[src/rtl/cfg_port_pkg.sv]
package cfg_port_pkg;
  localparam logic [1:0] A_CTRL = 2'd0;
  localparam logic [1:0] A_STAT = 2'd1;
  localparam logic [1:0] A_WACK = 2'd2;
  localparam logic [1:0] A_DATA = 2'd3;

  typedef enum logic [1:0] {
    ERR_NONE    = 2'b00,
    ERR_UNARMED = 2'b01,
    ERR_BUSY    = 2'b10,
    ERR_SYNC    = 2'b11
  } err_e;

  // bytes carried by one data write for a width code
  function automatic int width_bytes(input logic [1:0] code);
    case (code)
      2'b00:   return 1;
      2'b01:   return 2;
      default: return 4;
    endcase
  endfunction

  function automatic logic [3:0] pack_status(input err_e err, input logic rdy,
                                             input logic armed);
    return {armed, rdy, err};
  endfunction
endpackage

[src/rtl/cfg_ctrl_regs.sv]
module cfg_ctrl_regs #(
  parameter int WORD_W  = 32,
  parameter int LIMIT_W = 16
) (
  input  logic               clk,
  input  logic               rst_n,
  input  logic               ctl_wr,
  input  logic               prog_in,
  input  logic               daisy_in,
  input  logic               ie_err_in,
  input  logic               ie_rdy_in,
  input  logic [1:0]         width_in,
  input  logic [LIMIT_W-1:0] limit_in,
  output logic               daisy_en,
  output logic               ie_err,
  output logic               ie_rdy,
  output logic [1:0]         width,
  output logic [LIMIT_W-1:0] limit,
  output logic               arm_pulse,
  output logic               disarm_pulse,
  output logic [WORD_W-1:0]  ctrl_rd
);
  logic prog_q;

  // arming needs the stored program bit low and the new value high
  assign arm_pulse    = ctl_wr & ~prog_q & prog_in;
  assign disarm_pulse = ctl_wr & prog_q & ~prog_in;

  always_ff @(posedge clk or negedge rst_n) begin
    if (!rst_n) begin
      prog_q   <= 1'b1;
      daisy_en <= 1'b0;
      ie_err   <= 1'b0;
      ie_rdy   <= 1'b0;
      width    <= 2'b00;
      limit    <= '0;
    end else if (ctl_wr) begin
      prog_q   <= prog_in;
      daisy_en <= daisy_in;
      ie_err   <= ie_err_in;
      ie_rdy   <= ie_rdy_in;
      width    <= width_in;
      limit    <= limit_in;
    end
  end

  always_comb begin
    ctrl_rd = '0;
    ctrl_rd[0]   = prog_q;
    ctrl_rd[1]   = daisy_en;
    ctrl_rd[2]   = ie_err;
    ctrl_rd[3]   = ie_rdy;
    ctrl_rd[5:4] = width;
    ctrl_rd[16 +: LIMIT_W] = limit;
  end
endmodule

[src/rtl/cfg_serializer.sv]
module cfg_serializer #(
  parameter int WORD_W  = 32,
  parameter int LIMIT_W = 16,
  parameter int LEN_W   = 3
) (
  input  logic               clk,
  input  logic               rst_n,
  input  logic               load,
  input  logic [WORD_W-1:0]  load_data,
  input  logic [LEN_W-1:0]   load_len,
  input  logic               abort,
  input  logic               clear_cnt,
  input  logic               daisy_en,
  input  logic [LIMIT_W-1:0] limit,
  input  logic               cfg_ready,
  input  logic               chain_ready,
  output logic               busy,
  output logic [7:0]         out_byte,
  output logic               cfg_valid,
  output logic               chain_valid,
  output logic               word_done
);
  logic [WORD_W-1:0]  sh_data;
  logic [LEN_W-1:0]   sh_left;
  logic [LIMIT_W-1:0] lcl_cnt;
  logic               to_chain;
  logic               take;

  assign busy        = (sh_left != '0);
  assign to_chain    = daisy_en && (lcl_cnt >= limit);
  assign out_byte    = sh_data[7:0];
  assign cfg_valid   = busy & ~to_chain;
  assign chain_valid = busy & to_chain;
  assign take        = to_chain ? (chain_valid & chain_ready) : (cfg_valid & cfg_ready);
  assign word_done   = take && (sh_left == LEN_W'(1));

  always_ff @(posedge clk or negedge rst_n) begin
    if (!rst_n) begin
      sh_data <= '0;
      sh_left <= '0;
    end else if (abort) begin
      sh_left <= '0;
    end else if (load) begin
      sh_data <= load_data;
      sh_left <= load_len;
    end else if (take) begin
      sh_data <= sh_data >> 8;
      sh_left <= sh_left - LEN_W'(1);
    end
  end

  // saturating count of bytes delivered to the local stream since arming
  always_ff @(posedge clk or negedge rst_n) begin
    if (!rst_n)                                  lcl_cnt <= '0;
    else if (clear_cnt)                          lcl_cnt <= '0;
    else if (take && !to_chain && (lcl_cnt != '1)) lcl_cnt <= lcl_cnt + 1'b1;
  end
endmodule

[src/rtl/cfg_irq.sv]
module cfg_irq (
  input  logic clk,
  input  logic rst_n,
  input  logic err_evt,
  input  logic done_evt,
  input  logic clear,
  input  logic ie_err,
  input  logic ie_rdy,
  output logic irq
);
  logic err_pend, rdy_pend;

  // a new event in the clearing cycle wins over the clear
  always_ff @(posedge clk or negedge rst_n) begin
    if (!rst_n) begin
      err_pend <= 1'b0;
      rdy_pend <= 1'b0;
    end else begin
      err_pend <= err_evt  | (err_pend & ~clear);
      rdy_pend <= done_evt | (rdy_pend & ~clear);
    end
  end

  assign irq = (ie_err & err_pend) | (ie_rdy & rdy_pend);
endmodule

[src/rtl/cfg_host_port.sv]
module cfg_host_port
  import cfg_port_pkg::*;
#(
  parameter int         WORD_W    = 32,
  parameter int         LIMIT_W   = 16,
  parameter logic [7:0] SYNC_BYTE = 8'hA5
) (
  input  logic              clk,
  input  logic              rst_n,
  input  logic              sel,
  input  logic              rd,
  input  logic              wr,
  input  logic [1:0]        addr,
  input  logic [WORD_W-1:0] wdata,
  output logic [WORD_W-1:0] rdata,
  output logic              irq,
  output logic [7:0]        cfg_byte,
  output logic              cfg_valid,
  input  logic              cfg_ready,
  output logic [7:0]        chain_byte,
  output logic              chain_valid,
  input  logic              chain_ready
);
  localparam int WORD_BYTES = WORD_W / 8;
  localparam int LEN_W      = $clog2(WORD_BYTES + 1);

  // named events for the checker
  logic ctl_wr, dat_wr, sts_rd;
  logic bad_unarmed, bad_busy, bad_sync, dwr_accept, err_evt, word_done;
  logic arm_pulse, disarm_pulse, busy, ready_flag;
  logic armed_q, expect_sync_q;
  err_e err_q, err_new;

  logic               daisy_en, ie_err, ie_rdy;
  logic [1:0]         width;
  logic [LIMIT_W-1:0] limit;
  logic [WORD_W-1:0]  ctrl_rd;
  logic [7:0]         out_byte;
  logic               unused_wbits;

  assign unused_wbits = &{1'b0, wdata[15:6]};

  assign ctl_wr = sel & wr & (addr == A_CTRL);
  assign dat_wr = sel & wr & (addr == A_DATA);
  assign sts_rd = sel & rd & (addr == A_STAT);

  cfg_ctrl_regs #(.WORD_W(WORD_W), .LIMIT_W(LIMIT_W)) u_regs (
    .clk(clk), .rst_n(rst_n), .ctl_wr(ctl_wr),
    .prog_in(wdata[0]), .daisy_in(wdata[1]), .ie_err_in(wdata[2]),
    .ie_rdy_in(wdata[3]), .width_in(wdata[5:4]), .limit_in(wdata[16 +: LIMIT_W]),
    .daisy_en(daisy_en), .ie_err(ie_err), .ie_rdy(ie_rdy), .width(width),
    .limit(limit), .arm_pulse(arm_pulse), .disarm_pulse(disarm_pulse),
    .ctrl_rd(ctrl_rd)
  );

  assign bad_unarmed = dat_wr & ~armed_q;
  assign bad_busy    = dat_wr & armed_q & busy;
  assign bad_sync    = dat_wr & armed_q & ~busy & expect_sync_q & (wdata[7:0] != SYNC_BYTE);
  assign dwr_accept  = dat_wr & armed_q & ~busy & ~bad_sync;
  assign err_evt     = bad_unarmed | bad_busy | bad_sync;
  assign ready_flag  = armed_q & ~busy;

  always_comb begin
    err_new = ERR_NONE;
    if (bad_unarmed)   err_new = ERR_UNARMED;
    else if (bad_busy) err_new = ERR_BUSY;
    else if (bad_sync) err_new = ERR_SYNC;
  end

  always_ff @(posedge clk or negedge rst_n) begin
    if (!rst_n) begin
      armed_q       <= 1'b0;
      expect_sync_q <= 1'b0;
      err_q         <= ERR_NONE;
    end else begin
      if (arm_pulse) begin
        armed_q       <= 1'b1;
        expect_sync_q <= 1'b1;
        err_q         <= ERR_NONE;
      end else begin
        if (disarm_pulse) armed_q <= 1'b0;
        if (dwr_accept)   expect_sync_q <= 1'b0;
        if (err_evt)      err_q <= err_new;
      end
    end
  end

  cfg_serializer #(.WORD_W(WORD_W), .LIMIT_W(LIMIT_W), .LEN_W(LEN_W)) u_ser (
    .clk(clk), .rst_n(rst_n), .load(dwr_accept), .load_data(wdata),
    .load_len(LEN_W'(width_bytes(width))), .abort(arm_pulse | disarm_pulse),
    .clear_cnt(arm_pulse), .daisy_en(daisy_en), .limit(limit),
    .cfg_ready(cfg_ready), .chain_ready(chain_ready), .busy(busy),
    .out_byte(out_byte), .cfg_valid(cfg_valid), .chain_valid(chain_valid),
    .word_done(word_done)
  );

  assign cfg_byte   = out_byte;
  assign chain_byte = out_byte;

  cfg_irq u_irq (
    .clk(clk), .rst_n(rst_n), .err_evt(err_evt), .done_evt(word_done),
    .clear(sts_rd | arm_pulse), .ie_err(ie_err), .ie_rdy(ie_rdy), .irq(irq)
  );

  always_ff @(posedge clk or negedge rst_n) begin
    if (!rst_n) rdata <= '0;
    else if (sel && rd) begin
      case (addr)
        A_CTRL:  rdata <= ctrl_rd;
        A_STAT:  rdata <= WORD_W'(pack_status(err_q, ready_flag, armed_q));
        A_WACK:  rdata <= WORD_W'(ready_flag);
        default: rdata <= '0;
      endcase
    end
  end
endmodule

[config.mk]
export PLATFORM = sky130hd
export DESIGN_NAME = cfg_host_port
export DESIGN_NICKNAME = d
export VERILOG_FILES = /design/src/rtl/cfg_port_pkg.sv /design/src/rtl/cfg_ctrl_regs.sv /design/src/rtl/cfg_serializer.sv /design/src/rtl/cfg_irq.sv /design/src/rtl/cfg_host_port.sv
export SDC_FILE = /design/constraint.sdc
export NUM_CORES = 1
export LEC_CHECK = 0
export BUFFER_PORTS_ARGS = -buffer_cell sky130_fd_sc_hd__buf_2
export CORE_MARGIN = 2
export CORE_UTILIZATION = 42
export CTS_CLUSTER_SIZE = 30
export DETAILED_ROUTE_END_ITERATION = 8
export GPL_ROUTABILITY_DRIVEN = 0
export MAX_ROUTING_LAYER = met4
export PLACE_DENSITY = 0.58
export SYNTH_ARGS = -nofsm -noshare
export SYNTH_HDL_FRONTEND = slang
export SYNTH_HIERARCHICAL = 1
export SYNTH_SLANG_ARGS = --single-unit
[constraint.sdc]
create_clock -name clk -period 3.55 [get_ports clk]
set_input_delay 0.355 -clock clk [delete_from_list [all_inputs] [get_ports clk]]
set_output_delay 0.355 -clock clk [all_outputs]
set_load 0.005 [all_outputs]
# Word level (Yosys, flattened, before mapping)
# Index checks and enable logic that the tools add are counted.
[word_totals] ff_bits=111 latch_bits=0 ram_bits=0 rom_bits=0 inputBits=41 mem_count=0
[op_classes] n_addsub=2 multipliers=0 div=0 order_cmp=1 n_eq_ne=7 shifts=0 muxes=19 bitwise_logic=40 n_reduce_logical=16
[ops] cell="one-hot mux 32 bit (3 select lines)" count=1
[ops] cell="2-to-1 mux 32 bit" count=2
[ops] cell="2-to-1 mux 16 bit" count=2
[ops] cell="bitwise AND 1 bit" count=25
[ops] cell="adder 16 x 1 -> 16 bit (second input constant)" count=1
[ops] cell="greater-or-equal comparator 16 bit" count=1
[ops] cell="!= test 16 bit (second input constant)" count=1
[ops] cell="2-to-1 mux 2 bit" count=5
[ops] cell="nonzero test 2 bit" count=5
[ops] cell="2-to-1 mux 3 bit" count=3
[ops] cell="!= test 8 bit (second input constant)" count=1
[ops] cell="inverter 1 bit" count=8
[ops] cell="OR 1 bit" count=7
[ops] cell="one-hot mux 3 bit (2 select lines)" count=1
[ops] cell="nonzero test 3 bit" count=2
[ops] cell="logical AND 1 bit" count=5
[ops] cell="2-to-1 mux 1 bit" count=5
[ops] cell="== test 2 x 1 -> 1 bit (second input constant)" count=2
[ops] cell="== test 2 bit (second input constant)" count=2
[ops] cell="logical NOT 2 bit" count=2
[ops] cell="== test 3 x 1 -> 1 bit (second input constant)" count=1
[ops] cell="subtractor 3 x 1 -> 3 bit (second input constant)" count=1
[ops] cell="AND reduction 2 bit" count=1
[ops] cell="logical NOT 1 bit" count=1

# Longest topological paths before layout
# Gate-level depths: netlist of the first run.
[depth] ltp_word=11 ltp_mapped=12 mapped_depth_nobuf=10

# By module
# The synthesis of the first run kept the hierarchy.
[by_module_without_submodules] mod="cfg_serializer" n_inst=1 cells_per_inst=339 area_per_inst_um2=3163.0
[by_module_without_submodules] mod="cfg_host_port" n_inst=1 cells_per_inst=126 area_per_inst_um2=1569.0
[by_module_without_submodules] mod="cfg_ctrl_regs" n_inst=1 cells_per_inst=82 area_per_inst_um2=1174.9
[by_module_without_submodules] mod="cfg_irq" n_inst=1 cells_per_inst=6 area_per_inst_um2=77.6

# Worst setup path after synthesis of the first run
# OpenSTA, ideal clock, no wires.
[synth_timing] path_type="register to register" from="register u_regs.limit[0]" to="register u_ser.sh_left[1]" setup_time_ps=131 arrival_time_ps=2397 t_required_ps=3419 path_slack_ps=1021 stages_incl_launch_ff=11 path_buffers=2 period_less_slack_ps=2529 cell_sequence="dfrtp_1 buf_4 ha_1 nand2b_1 a2111o_1 a31oi_1 a21boi_2 mux2i_4 buf_6 nor4_1 or3_1"
[synth_via] elab_chain_len=7 elab_cells_between_ends=9
[synth_lines] element="start, declared" line="cfg_ctrl_regs.sv:18" rtl="output logic [LIMIT_W-1:0] limit,"
[synth_lines] element="start signal, assigned" line="cfg_ctrl_regs.sv:43" rtl="limit <= limit_in;"
[synth_lines] element="greater-or-equal comparator 16 bit *" line="cfg_serializer.sv:30" rtl="assign to_chain = daisy_en && (lcl_cnt >= limit);"
[synth_lines] element="logical AND 1 bit *" line="cfg_serializer.sv:30"
[synth_lines] element="inverter 1 bit" line="cfg_serializer.sv:32" rtl="assign cfg_valid = busy & ~to_chain;"
[synth_lines] element="bitwise AND 1 bit" line="cfg_serializer.sv:32"
[synth_lines] element="bitwise AND 1 bit" line="cfg_serializer.sv:34" rtl="assign take = to_chain ? (chain_valid & chain_ready) : (cfg_valid & cfg_ready);"
[synth_lines] element="2-to-1 mux 1 bit *" line="cfg_serializer.sv:34"
[synth_lines] element="nonzero test 3 bit (no source line) *"
[synth_lines] element="end signal, assigned" line="cfg_serializer.sv:45" rtl="sh_left <= load_len;"
[synth_lines] element="end signal, assigned" line="cfg_serializer.sv:48" rtl="sh_left <= sh_left - LEN_W'(1);"
[synth_lines] element="end, declared" line="cfg_serializer.sv:24" rtl="logic [LEN_W-1:0] sh_left;"
# Every way passes the cells marked *; elsewhere a longest branch is shown, timed or not.
# A chain may end at the register's enable or synchronous reset.

# Worst setup path after layout of the first run
[layout_timing] from="register u_regs.limit[7]" to="register u_ser.sh_left[1]"
# Same word-level chain as after synthesis.

==> results.md, run 1 <==
| Result | Reported | Unit |
|:---|:---|:---|
| Number of top-level pins | 92 | - |
| Power per cell area | 595 | nW/um^2 |
| Synthesized instance count | 553 | - |
| Number of DRC violations after detailed routing | 0 | - |
| Number of failing hold endpoints at the final stage | 0 | - |
| Sequential fraction of design power | 44.1 | % |
| Initial antenna violation count | 0 | - |
| Number of fill cells in the layout | 1313 | - |
| Data arrival, critical path | 3.44 | ns |
| Critical path's top delay family | compound AO/OA/AOI/OAI gates | - |
| FF+latch count, synth | 111 | - |
| Warnings from Yosys | 6 | - |
| Peak Freq | 312 | MHz |
| Final setup skew | 0.00939 | ns |
| Fraction of layout instances using a drive strength above 1 | 25.3 | % |
| Source-to-sink clock delay at the later pin of the worst-skew pair | 0.35 | ns |
| 1st-iter DRT viols | 202 | - |
| Number of maximum-capacitance violations | 0 | - |
| Worst Path Class, Setup | reg2reg | - |
| Count of clock tree sinks | 111 | - |
| Antenna diode count | 0 | - |
| Cell types occupying the most area after synthesis | sky130_fd_sc_hd__dfrtp_1, sky130_fd_sc_hd__buf_4, sky130_fd_sc_hd__a22o_1, sky130_fd_sc_hd__mux2_4, sky130_fd_sc_hd__mux2i_1 | - |
| Number of buffers added by the clock tree synthesis step | 9 | - |
| Launching point of the worst reg2reg path | u_regs/limit[7] | - |
| Origin of the worst setup path | u_regs/limit[7] | - |
| Largest buffer count on any clock path | 2 | - |
| Minimum clock period | 3.21 | ns |
| Post-synth design cell area | 5980 | um^2 |
| Detailed-placement wirelength estimate | 9660 | um |
| Worst setup slack for register-to-register paths | 0.34 | ns |
| Cell with the largest stage delay on the worst path | sky130_fd_sc_hd__a21boi_2 | - |
| Final clock period utilization by the worst path | 90.3 | % |
| Worst reg2reg path depth | 10 | - |
| Final Total Pwr | 3.92 | mW |
| Via density per instance | 5.35 | - |
| Die H | 123 | um |
| Fin worst setup slack | 0.343 | ns |
| Proportion of netlist area held by the largest area contributor | 46.0 | % |
| Router iterations before antenna repair | 4 | - |
| Terminus of the critical flop-to-flop path | u_ser/sh_left[1] | - |
| Switching pwr | 1.20 | mW |
| Finished Cell Area | 6590 | um^2 |
| Pint | 2.73 | mW |
| CORE AREA | 13900 | um^2 |
| Largest fanout on the critical path | 32 | - |
| CTS Hold Bufs | 0 | - |
| Number of H-tree levels | 3 | - |
| Clock group share of total power | 29.8 | % |
| Post-Syn Area per Cell | 10.8 | um^2 |
| Maximum number of pins on one net before global-route repair | 67 | - |
| Fraction of power consumed by combinational cells | 26.1 | % |
| # nets final | 657 | - |
| Clock-pin transition on the worst setup and hold timing paths | 0.08 | ns |
| List of cells traversed by the critical path | inv_1 > ha_1 > nand3_1 > a311oi_1 > a31oi_1 > a21boi_2 > mux2i_4 > buf_12 > nor4_1 > or3_1 | - |
| Worst-case headroom to the max-slew limit | 36.0 | % |
| Worst setup path end | u_ser/sh_left[1] | - |
| Critical Path End Type | flip-flop | - |
| Final cell count without fillers | 781 | - |
| Net switching fraction of the power | 30.5 | % |
| Die ar. | 15200 | um^2 |
| Clock root buffer master | sky130_fd_sc_hd__clkbuf_16 | - |
| Setup Slack @ Placement | 0.354 | ns |
| Largest incremental delay on the critical path | 0.74 | ns |
| Placement-stage cell area | 6240 | um^2 |
| Total Neg Setup Slack | 0 | ns |
| Grt total ovfl | 0 | - |
| Number of nets with antenna violations after routing | 0 | - |
| Number of pins with negative max-slew slack in the final report | 0 | - |
| Global-route wire length before repair | 21400 | um |
| Cell accounting for the most synthesized area | sky130_fd_sc_hd__dfrtp_1 | - |
| Vias in the first global route | 4027 | - |
| Sum of routed wire length over all layers | 13600 | um |
| Clock tree from TritonCTS | done | - |
| Vias after detailed routing | 4178 | - |
| DP Cell Count | 765 | - |
| Worst VDD drop | 0.301 | mV |
| Number of cells on the critical path | 10 | - |
| Worst EP required | 3.78 | ns |
| Effective utilization at floorplan | 43.1 | % |
| Width of the die | 123 | um |
| Part of the Yosys area used for sequential elements | 46.4 | % |
| Area growth, synth to finish | 10.1 | % |
| Slew @ Worst Pin | 0.954 | ns |
| Final setup violating endpoints | 0 | - |
| Netlist cell types | 54 | - |
| Status | complete, no violations | - |
| Combined global-route utilization of all metal layers | 19.0 | % |
| Number of input and output port buffers inserted | 91 | - |
| Average detailed-routed wire length per instance | 17.4 | um |
| Pleak | 3.30 | nW |
| Worst min path class | in2async | - |
| Std cell rows | 43 | - |
| Unrepaired setup endpoints after global routing | false | - |
| Final worst hold slack | 0.0947 | ns |
| Number of buffers inserted to repair setup after CTS | 0 | - |
| Critical path buffer and inverter count | 2 | - |
| Kind of launch point of the worst setup path | flip-flop | - |
| Final cell utilization of the core | 47.5 | % |
| Resized Gates After CTS | 0 | - |
[per-layer routing]
| metal | wire [um] | global-route usage, % |
|---|---|---|
| met1 | 6690 | 27.5 |
| met2 | 6020 | 27.1 |
| met3 | 600 | 2.72 |
| met4 | 261 | 6.61 |
| met5 | 0 | - |
[cell families after synthesis]
| family | share of synthesized area, % |
|---|---|
| other cells | 0.0627 |
| compound gates | 13.7 |
| fa+ha+maj | 4.18 |
| buf+inv | 11.0 |
| simple gates | 12.4 |
| flops | 46.4 |
| xor+xnor | 2.05 |
| mux | 10.2 |
[registers in the layout (all words and copies together), names as in the netlist]
signal           count
u_regs/prog_q        1
u_irq/err_pend       1
u_regs/ie_err        1
u_regs/ie_rdy        1
expect_sync_q        1
u_regs/limit        16
u_ser/lcl_cnt       16
u_regs/width         2
u_regs/daisy_en      1
err_q                2
u_ser/sh_left        3
rdata               32
u_ser/sh_data       32
armed_q              1
u_irq/rdy_pend       1
[worst min path at each step]
stage / slack [ns] / from / depth (start not counted) / to
6_report: 0.09 / rst_n / 1 / rdata[10]
3_5_place_dp: 0.47 / rdata[2] / 2 / rdata[2]
3_3_place_gp: 0.46 / rdata[2] / 2 / rdata[2]
2_1_floorplan: 0.06 / rst_n / 0 / armed_q
4_1_cts: 0.15 / rst_n / 1 / rdata[10]
5_1_grt: 0.18 / rst_n / 1 / rdata[10]
[cells in the mapped netlist, drive strengths merged]
library cell / instances
a2111o: 1
a211oi: 1
a21boi: 1
a21o: 4
a21oi: 11
a221o: 25
a22o: 37
a311oi: 2
a31oi: 3
a41o: 1
a41oi: 1
and2: 1
and3: 4
and3b: 2
and4: 2
buf: 61
clkbuf: 18
conb: 1
dfrtp: 110
dfstp: 1
ha: 20
inv: 27
mux2: 22
mux2i: 28
nand2: 68
nand2b: 4
nand3: 5
nand3b: 1
nand4: 7
nand4bb: 2
nor2: 26
nor2b: 4
nor3: 13
nor3b: 2
nor4: 6
nor4b: 1
o2111ai: 1
o21ai: 11
or2: 2
or3: 2
xnor2: 14
[layout make-up]
type | count | area, um^2 | area share, %
tap | 180 | 225 | 3.42
inverter | 27 | 101 | 1.54
sequential | 111 | 2780 | 42.2
timing repair buffer | 102 | 553 | 8.40
clock inverter | 7 | 118 | 1.79
multi-input combinational | 345 | 2590 | 39.3
clock buffer | 9 | 225 | 3.42
[power by group through the flow]
stage          clock, mW  sequential, mW  combinational [mW]
2_1_floorplan          0            1.68               0.901
3_3_place_gp           0            1.74                1.01
3_5_place_dp           0            1.75                1.02
4_1_cts             1.20            1.73                1.03
5_1_grt             1.25            1.76                1.14
6_report            1.17            1.73                1.02
[layout by cell type, fill, tap and decap left out, types with 5 or more instances in the layout]
cell type,n
sky130_fd_sc_hd__inv_1,26
sky130_fd_sc_hd__dfrtp_1,110
sky130_fd_sc_hd__mux2i_1,27
sky130_fd_sc_hd__nand2_1,67
sky130_fd_sc_hd__clkbuf_16,9
sky130_fd_sc_hd__buf_4,11
sky130_fd_sc_hd__nor2_1,25
sky130_fd_sc_hd__conb_1,10
sky130_fd_sc_hd__nor3_1,11
sky130_fd_sc_hd__o21ai_0,10
sky130_fd_sc_hd__nand4_1,7
sky130_fd_sc_hd__nor4_1,6
sky130_fd_sc_hd__a22o_1,37
sky130_fd_sc_hd__buf_2,90
sky130_fd_sc_hd__a21oi_1,11
sky130_fd_sc_hd__a221o_1,25
sky130_fd_sc_hd__ha_1,20
sky130_fd_sc_hd__nand3_1,5
sky130_fd_sc_hd__mux2_4,18
sky130_fd_sc_hd__xnor2_1,14
No activity file was read; power rests on OpenSTA's default activity.
==> inputs of run 2 (changes only) <==
- GPL_TIMING_DRIVEN: unset -> 0
==> results.md, run 2 (synthesis gave the netlist of run 1 again) <==
| Result | Reported | Unit | Delta |
|:---|:---|:---|:---|
| Status | complete, no violations | - | unchanged |
| Final worst hold slack | 0.231 | ns | was 0.0947 ns |
| Clock-pin transition on the worst setup and hold timing paths | 0.07 | ns | was 0.08 ns |
| DP Cell Count | 832 | - | was 765 |
| Die H | 123 | um | unchanged |
| Beginning of the worst hold path | wdata[12] | - |  |
| Count of clock tree sinks | 111 | - | unchanged |
| Unrepaired setup endpoints after global routing | false | - | unchanged |
| Net switching fraction of the power | 30.6 | % | was 30.5% |
| Vias in the first global route | 4355 | - | was 4027 |
| Minimum clock period | 3.29 | ns | was 3.21 ns |
| Fraction of power consumed by combinational cells | 30.2 | % | was 26.1% |
| Critical Path End Type | output pin | - | was flip-flop |
| Number of H-tree levels | 3 | - | unchanged |
| Number of DRC violations after detailed routing | 0 | - | unchanged |
| List of cells traversed by the critical path | buf_4 > inv_1 > ha_1 > nand4_1 > a311oi_1 > a31oi_1 > a21boi_2 > buf_2 > buf_2 > and2_1 > buf_2 | - | was inv_1 > ha_1 > nand3_1 > a311oi_1 > a31oi_1 > a21boi_2 > mux2i_4 > buf_12 > nor4_1 > or3_1 |
| CORE AREA | 13900 | um^2 | unchanged |
| Number of pins with negative max-slew slack in the final report | 0 | - | unchanged |
| Worst min path class | in2reg | - | was in2async |
| Final clock period utilization by the worst path | 92.5 | % | was 90.3% |
| Final setup skew | 0.00784 | ns | was 0.00939 ns |
| Final cell count without fillers | 849 | - | was 781 |
| Router iterations before antenna repair | 4 | - | unchanged |
| Grt total ovfl | 0 | - | unchanged |
| Kind of launch point of the worst setup path | flip-flop | - | unchanged |
| Launching point of the worst reg2reg path | u_ser/sh_left[0] | - | was u_regs/limit[7] |
| Fraction of layout instances using a drive strength above 1 | 29.7 | % | was 25.3% |
| Detailed-placement wirelength estimate | 10800 | um | was 9660 um |
| Pint | 2.84 | mW | was 2.73 mW |
| Initial antenna violation count | 0 | - | unchanged |
| Width of the die | 123 | um | unchanged |
| CP dominant cell by count | sky130_fd_sc_hd__buf_2 | - |  |
| Number of fill cells in the layout | 1324 | - | was 1313 |
| Origin of the worst setup path | u_regs/limit[13] | - | was u_regs/limit[7] |
| Total Neg Setup Slack | 0 | ns | unchanged |
| Clock root buffer master | sky130_fd_sc_hd__clkbuf_16 | - | unchanged |
| Average detailed-routed wire length per instance | 16.9 | um | was 17.4 um |
| Switching pwr | 1.25 | mW | was 1.20 mW |
| Pleak | 3.58 | nW | was 3.30 nW |
| Worst EP required | 3.19 | ns | was 3.78 ns |
| Number of failing hold endpoints at the final stage | 0 | - | unchanged |
| Final setup violating endpoints | 0 | - | unchanged |
| Leading cell type in the layout, fill and taps excluded | sky130_fd_sc_hd__dfrtp_1 | - | unchanged |
| Effective utilization at floorplan | 43.1 | % | unchanged |
| Clock tree from TritonCTS | done | - | unchanged |
| Cell with the largest stage delay on the worst path | sky130_fd_sc_hd__dfrtp_1 | - | was sky130_fd_sc_hd__a21boi_2 |
| Number of input and output port buffers inserted | 89 | - | was 91 |
| Source-to-sink clock delay at the later pin of the worst-skew pair | 0.35 | ns | about the same |
| Maximum number of pins on one net before global-route repair | 71 | - | was 67 |
| Global-route wire length before repair | 23200 | um | was 21400 um |
| Largest buffer count on any clock path | 2 | - | unchanged |
| Number of nets with antenna violations after routing | 0 | - | unchanged |
| Antenna diode count | 0 | - | unchanged |
| Slew @ Worst Pin | 0.613 | ns | was 0.954 ns |
| Worst-case headroom to the max-slew limit | 59.1 | % | was 36.0% |
| Sequential fraction of design power | 42.2 | % | was 44.1% |
| Largest fanout on the critical path | 10 | - | was 32 |
| Worst Path Class, Setup | reg2out | - | was reg2reg |
| Clock group share of total power | 27.6 | % | was 29.8% |
| Worst VDD drop | 0.282 | mV | was 0.301 mV |
| Sum of routed wire length over all layers | 14400 | um | was 13600 um |
| Number of buffers added by the clock tree synthesis step | 9 | - | unchanged |
| Power per cell area | 579 | nW/um^2 | was 595 nW/um^2 |
| Via density per instance | 5.17 | - | was 5.35 |
| Largest registers | rdata (32), u_ser/sh_data (32) | - | unchanged |
| Die ar. | 15200 | um^2 | unchanged |
| Number of top-level pins | 92 | - | unchanged |
| Peak Freq | 304 | MHz | was 312 MHz |
| Vias after detailed routing | 4390 | - | was 4178 |
| Area growth, synth to finish | 18.0 | % | was 10.1% |
| Std cell rows | 43 | - | unchanged |
| Number of maximum-capacitance violations | 0 | - | unchanged |
| Top library cells by usage in the layout, fill and taps aside | sky130_fd_sc_hd__dfrtp_1, sky130_fd_sc_hd__buf_2, sky130_fd_sc_hd__nand2_1 | - | unchanged |
| # nets final | 725 | - | was 657 |
| Combined global-route utilization of all metal layers | 20.7 | % | was 19.0% |
| Largest incremental delay on the critical path | 0.43 | ns | was 0.74 ns |
| Number of buffers inserted to repair setup after CTS | 0 | - | unchanged |
| Data arrival, critical path | 2.93 | ns | was 3.44 ns |
| 1st-iter DRT viols | 228 | - | was 202 |
[run 2: cell type report]
type,instances,area (um^2),share of cell area [%]
inverter,27,101,1.43
sequential,111,2780,39.3
clock inverter,6,90.1,1.28
tap,180,225,3.19
buffer,79,561,7.94
clock buffer,10,239,3.38
timing repair buffer,91,489,6.93
multi-input combinational,345,2580,36.5
[run 2: power groups by stage]
stage / Sequential, mW / Clock [mW] / Combinational [mW]
after floorplan: 1.68 / 0 / 0.901
after global placement: 1.74 / 0 / 1.20
after detailed placement: 1.75 / 0 / 1.24
after CTS: 1.72 / 1.16 / 1.25
after global routing: 1.76 / 1.21 / 1.37
final: 1.73 / 1.13 / 1.23
[run 2: final timing paths]
| check | to | slack, ns | depth (start not counted) |
|---|---|---|---|
| worst min register to register | rdata[1] | 0.47 | 2 |
| max in group asynchronous | u_regs/prog_q | 2.36 | 3 |
| worst max-delay path | chain_valid | 0.26 | 11 |
| min in group asynchronous | rdata[6] | 0.49 | 2 |
| worst min-delay path | u_ser/sh_data[12] | 0.23 | 2 |
| worst max register to register | u_ser/sh_data[13] | 0.36 | 11 |
[run 2: what timing repair did]
item                                    in CTS  in global routing
gates resized for setup                      0                  2
endpoints found under the hold margin       41                  0
hold buffers                                 1                  0
endpoints found under the setup margin       0                 12
[run 2: critical path: cells and delay by family (launching register included)]
| family | cells | cell delay [ns] |
|---|---|---|
| simple gates | 2 | 0.41 |
| compound gates | 3 | 0.64 |
| fa+ha+maj | 1 | 0.29 |
| buf+inv | 5 | 0.79 |
| flops | 1 | 0.43 |
[run 2: stage by stage]
stage / power [mW] / instance area, um^2 / setup WS (ns) / util, %
5_1_grt: 4.35 / 7060 / 0.00851 / 50.9
4_1_cts: 4.12 / 7060 / 0.226 / 50.9
6_report: 4.09 / 7060 / 0.265 / 50.9
3_5_place_dp: 2.98 / 6720 / 0.357 / 48.4
3_3_place_gp: 2.94 / 6690 / 0.389 / 48.2
2_1_floorplan: 2.58 / 6020 / 1.02 / -
[run 2: layer usage]
metal | track usage, % | part of all wire, % | up-vias
met4 | 6.04 | 1.3 | 0
met5 | - | 0 | -
met3 | 2.68 | 3.5 | 14
met2 | 31.0 | 46 | 102
li1 | - | - | 2130
met1 | 29.5 | 49 | 2144
==> inputs of run 3 (changes only) <==
- GPL_TIMING_DRIVEN: 0 -> 1
- PLACE_DENSITY: 0.58 -> 0.6
- SLEW_MARGIN: unset -> 20
- clock period: 3.55 -> 2.79 ns (I/O delays scaled with it)
==> results.md, run 3 (synthesis gave the netlist of run 1 again) <==
| Result | Reported | Unit | Delta |
|:---|:---|:---|:---|
| Number of DRC violations after detailed routing | 0 | - | unchanged |
| Net switching fraction of the power | 31.6 | % | was 30.6% |
| # nets final | 668 | - | was 725 |
| Router iterations before antenna repair | 4 | - | unchanged |
| Count of clock tree sinks | 111 | - | unchanged |
| Worst EP required | 2.51 | ns | was 3.19 ns |
| Via density per instance | 5.35 | - | was 5.17 |
| Peak Freq | 371 | MHz |  |
| Number of failing hold endpoints at the final stage | 0 | - | unchanged |
| Largest buffer count on any clock path | 2 | - | unchanged |
| Number of maximum-capacitance violations | 0 | - | unchanged |
| Antenna diode count | 0 | - | unchanged |
| Number of pins with negative max-slew slack in the final report | 0 | - | unchanged |
| Clock tree from TritonCTS | done | - | unchanged |
| Final clock period utilization by the worst path | 96.7 | % |  |
| Number of fill cells in the layout | 1302 | - | was 1324 |
| Sum of routed wire length over all layers | 14000 | um | was 14400 um |
| Origin of the worst setup path | u_regs/limit[0] | - | was u_regs/limit[13] |
| Final cell utilization of the core | 47.9 | % | was 50.9% |
| Vias after detailed routing | 4240 | - | was 4390 |
| Data arrival, critical path | 2.42 | ns | was 2.93 ns |
| Minimum clock period | 2.70 | ns |  |
| Detailed-placement wirelength estimate | 9840 | um | was 10800 um |
| Final worst hold slack | 0.155 | ns | was 0.231 ns |
| Status | complete, no violations | - | unchanged |
| Effective utilization at floorplan | 43.1 | % | unchanged |
| Pleak | 3.33 | nW | was 3.58 nW |
| Vias in the first global route | 4186 | - | was 4355 |
| Beginning of the worst hold path | wdata[15] | - | was wdata[12] |
| Global-route wire length before repair | 22200 | um | was 23200 um |
| Clock-pin transition on the worst setup and hold timing paths | 0.07 | ns | about the same |
| Critical path's top delay family | compound AO/OA/AOI/OAI gates | - | was buffers and inverters |
| Worst-case headroom to the max-slew limit | 40.7 | % | was 59.1% |
| Worst Path Class, Setup | reg2out | - | unchanged |
| Worst VDD drop | 0.453 | mV | was 0.282 mV |
| Number of nets with antenna violations after routing | 0 | - | unchanged |
| Die ar. | 15200 | um^2 | unchanged |
| Area growth, synth to finish | 11.1 | % | was 18.0% |
| Leading cell type in the layout, fill and taps excluded | sky130_fd_sc_hd__dfrtp_1 | - | unchanged |
| Multi-input gate area in the final layout | 2590 | um^2 | was 2580 um^2 |
| Fin worst setup slack | 0.0920 | ns | was 0.265 ns |
| Power per cell area | 719 | nW/um^2 | was 579 nW/um^2 |
| Critical path buffer and inverter count | 2 | - | was 5 |
| Launching point of the worst reg2reg path | u_ser/lcl_cnt[13] | - | was u_ser/sh_left[0] |
| Number of top-level pins | 92 | - | unchanged |
| Sequential fraction of design power | 45.9 | % | was 42.2% |
| Fraction of layout instances using a drive strength above 1 | 26.5 | % | was 29.7% |
| Largest fanout on the critical path | 11 | - | was 10 |
| Slew @ Worst Pin | 0.887 | ns | was 0.613 ns |
| Clock group share of total power | 25.7 | % | was 27.6% |
| Combined global-route utilization of all metal layers | 19.8 | % | was 20.7% |
| Largest incremental delay on the critical path | 0.42 | ns | was 0.43 ns |
| Largest registers | rdata (32), u_ser/sh_data (32) | - | unchanged |
| Setup Slack @ Placement | 0.108 | ns | was 0.357 ns |
| Maximum number of pins on one net before global-route repair | 75 | - | was 71 |
| Width of the die | 123 | um | unchanged |
| Die H | 123 | um | unchanged |
| Cell with the largest stage delay on the worst path | sky130_fd_sc_hd__dfrtp_1 | - | unchanged |
| Number of H-tree levels | 3 | - | unchanged |
| List of cells traversed by the critical path | ha_1 > nand2b_1 > a2111o_1 > a31oi_1 > a21boi_2 > buf_6 > and2_1 > buf_2 | - | was buf_4 > inv_1 > ha_1 > nand4_1 > a311oi_1 > a31oi_1 > a21boi_2 > buf_2 > buf_2 > and2_1 > buf_2 |
| Total Neg Setup Slack | 0 | ns | unchanged |
| Clock root buffer master | sky130_fd_sc_hd__clkbuf_16 | - | unchanged |
| Kind of launch point of the worst setup path | flip-flop | - | unchanged |
| Number of input and output port buffers inserted | 91 | - | was 89 |
| Std cell rows | 43 | - | unchanged |
| Unrepaired setup endpoints after global routing | true | - | was false |
| Top library cells by usage in the layout, fill and taps aside | sky130_fd_sc_hd__dfrtp_1, sky130_fd_sc_hd__buf_2, sky130_fd_sc_hd__nand2_1 | - | unchanged |
| 1st-iter DRT viols | 224 | - | was 228 |
| Final setup violating endpoints | 0 | - | unchanged |
| Final setup skew | 0.00878 | ns | was 0.00784 ns |
| Number of buffers added by the clock tree synthesis step | 9 | - | unchanged |
| Worst min path class | in2reg | - | unchanged |
| Average detailed-routed wire length per instance | 17.7 | um | was 16.9 um |
| Critical Path End Type | output pin | - | unchanged |
| Switching pwr | 1.51 | mW | was 1.25 mW |
| Fraction of power consumed by combinational cells | 28.4 | % | was 30.2% |
| Pint | 3.27 | mW | was 2.84 mW |
| Initial antenna violation count | 0 | - | unchanged |
| CORE AREA | 13900 | um^2 | unchanged |
| Grt total ovfl | 0 | - | unchanged |
| Source-to-sink clock delay at the later pin of the worst-skew pair | 0.35 | ns | about the same |
| Register cell area after layout | 2780 | um^2 | about the same |
## run 3: cell count changes in the layout (fill, tap and decap cells not counted), sizes merged
cell / change
clkbuf: -15
inv: -2
clkinv: +1
bufinv: -2
buf: -39
## run 3: routing by layer
metal | track usage (%) | up-vias | part of all wire [%]
li1 | - | 2017 | -
met1 | 27.7 | 2096 | 49
met2 | 29.6 | 116 | 46
met3 | 3.69 | 11 | 4.7
met4 | 5.04 | 0 | 0.86
met5 | - | - | 0
## run 3: path summary, 6_finish.rpt
kind | endpoint | slack (ns) | cells after the start
worst max-delay path | chain_valid | 0.09 | 8
worst min-delay path | u_ser/sh_data[15] | 0.16 | 2
worst max register to register | u_ser/sh_left[1] | 0.13 | 9
worst min register to register | u_irq/err_pend | 0.48 | 1
max in group asynchronous | u_ser/lcl_cnt[13] | 1.88 | 3
min in group asynchronous | rdata[0] | 0.50 | 3
## run 3: layout make-up
| class | instances | share of cell area, % |
|---|---|---|
| clock buffers | 13 | 3.91 |
| clock inverters | 3 | 0.263 |
| inverters | 27 | 1.52 |
| multi-input cells | 345 | 38.9 |
| flip-flops and latches | 111 | 41.8 |
| well taps | 180 | 3.39 |
| repair buffers | 113 | 10.2 |
## run 3: repair_timing
item / in CTS / in global routing
buffers inserted: 1 / 4
hold endpoints to repair: 73 / 0
hold buffers: 1 / 0
gates resized for setup: 0 / 3
pin swaps: 0 / 2
setup endpoints to repair: 1 / 3
## run 3: power groups by stage
stage / combinational (mW) / sequential [mW] / clock, mW
after floorplan: 1.15 / 2.13 / 0
after global placement: 1.31 / 2.21 / 0
after detailed placement: 1.34 / 2.23 / 0
after CTS: 1.37 / 2.20 / 1.26
after global routing: 1.50 / 2.24 / 1.33
final: 1.36 / 2.20 / 1.23
## run 3: through the flow
step | area [um^2] | std cells | power, mW
floorplan | 6020 | 562 | 3.28
global placement | 6320 | 770 | 3.52
detailed placement | 6320 | 770 | 3.57
CTS | 6620 | 788 | 4.83
global route | 6650 | 792 | 5.08
finish | 6650 | 792 | 4.78
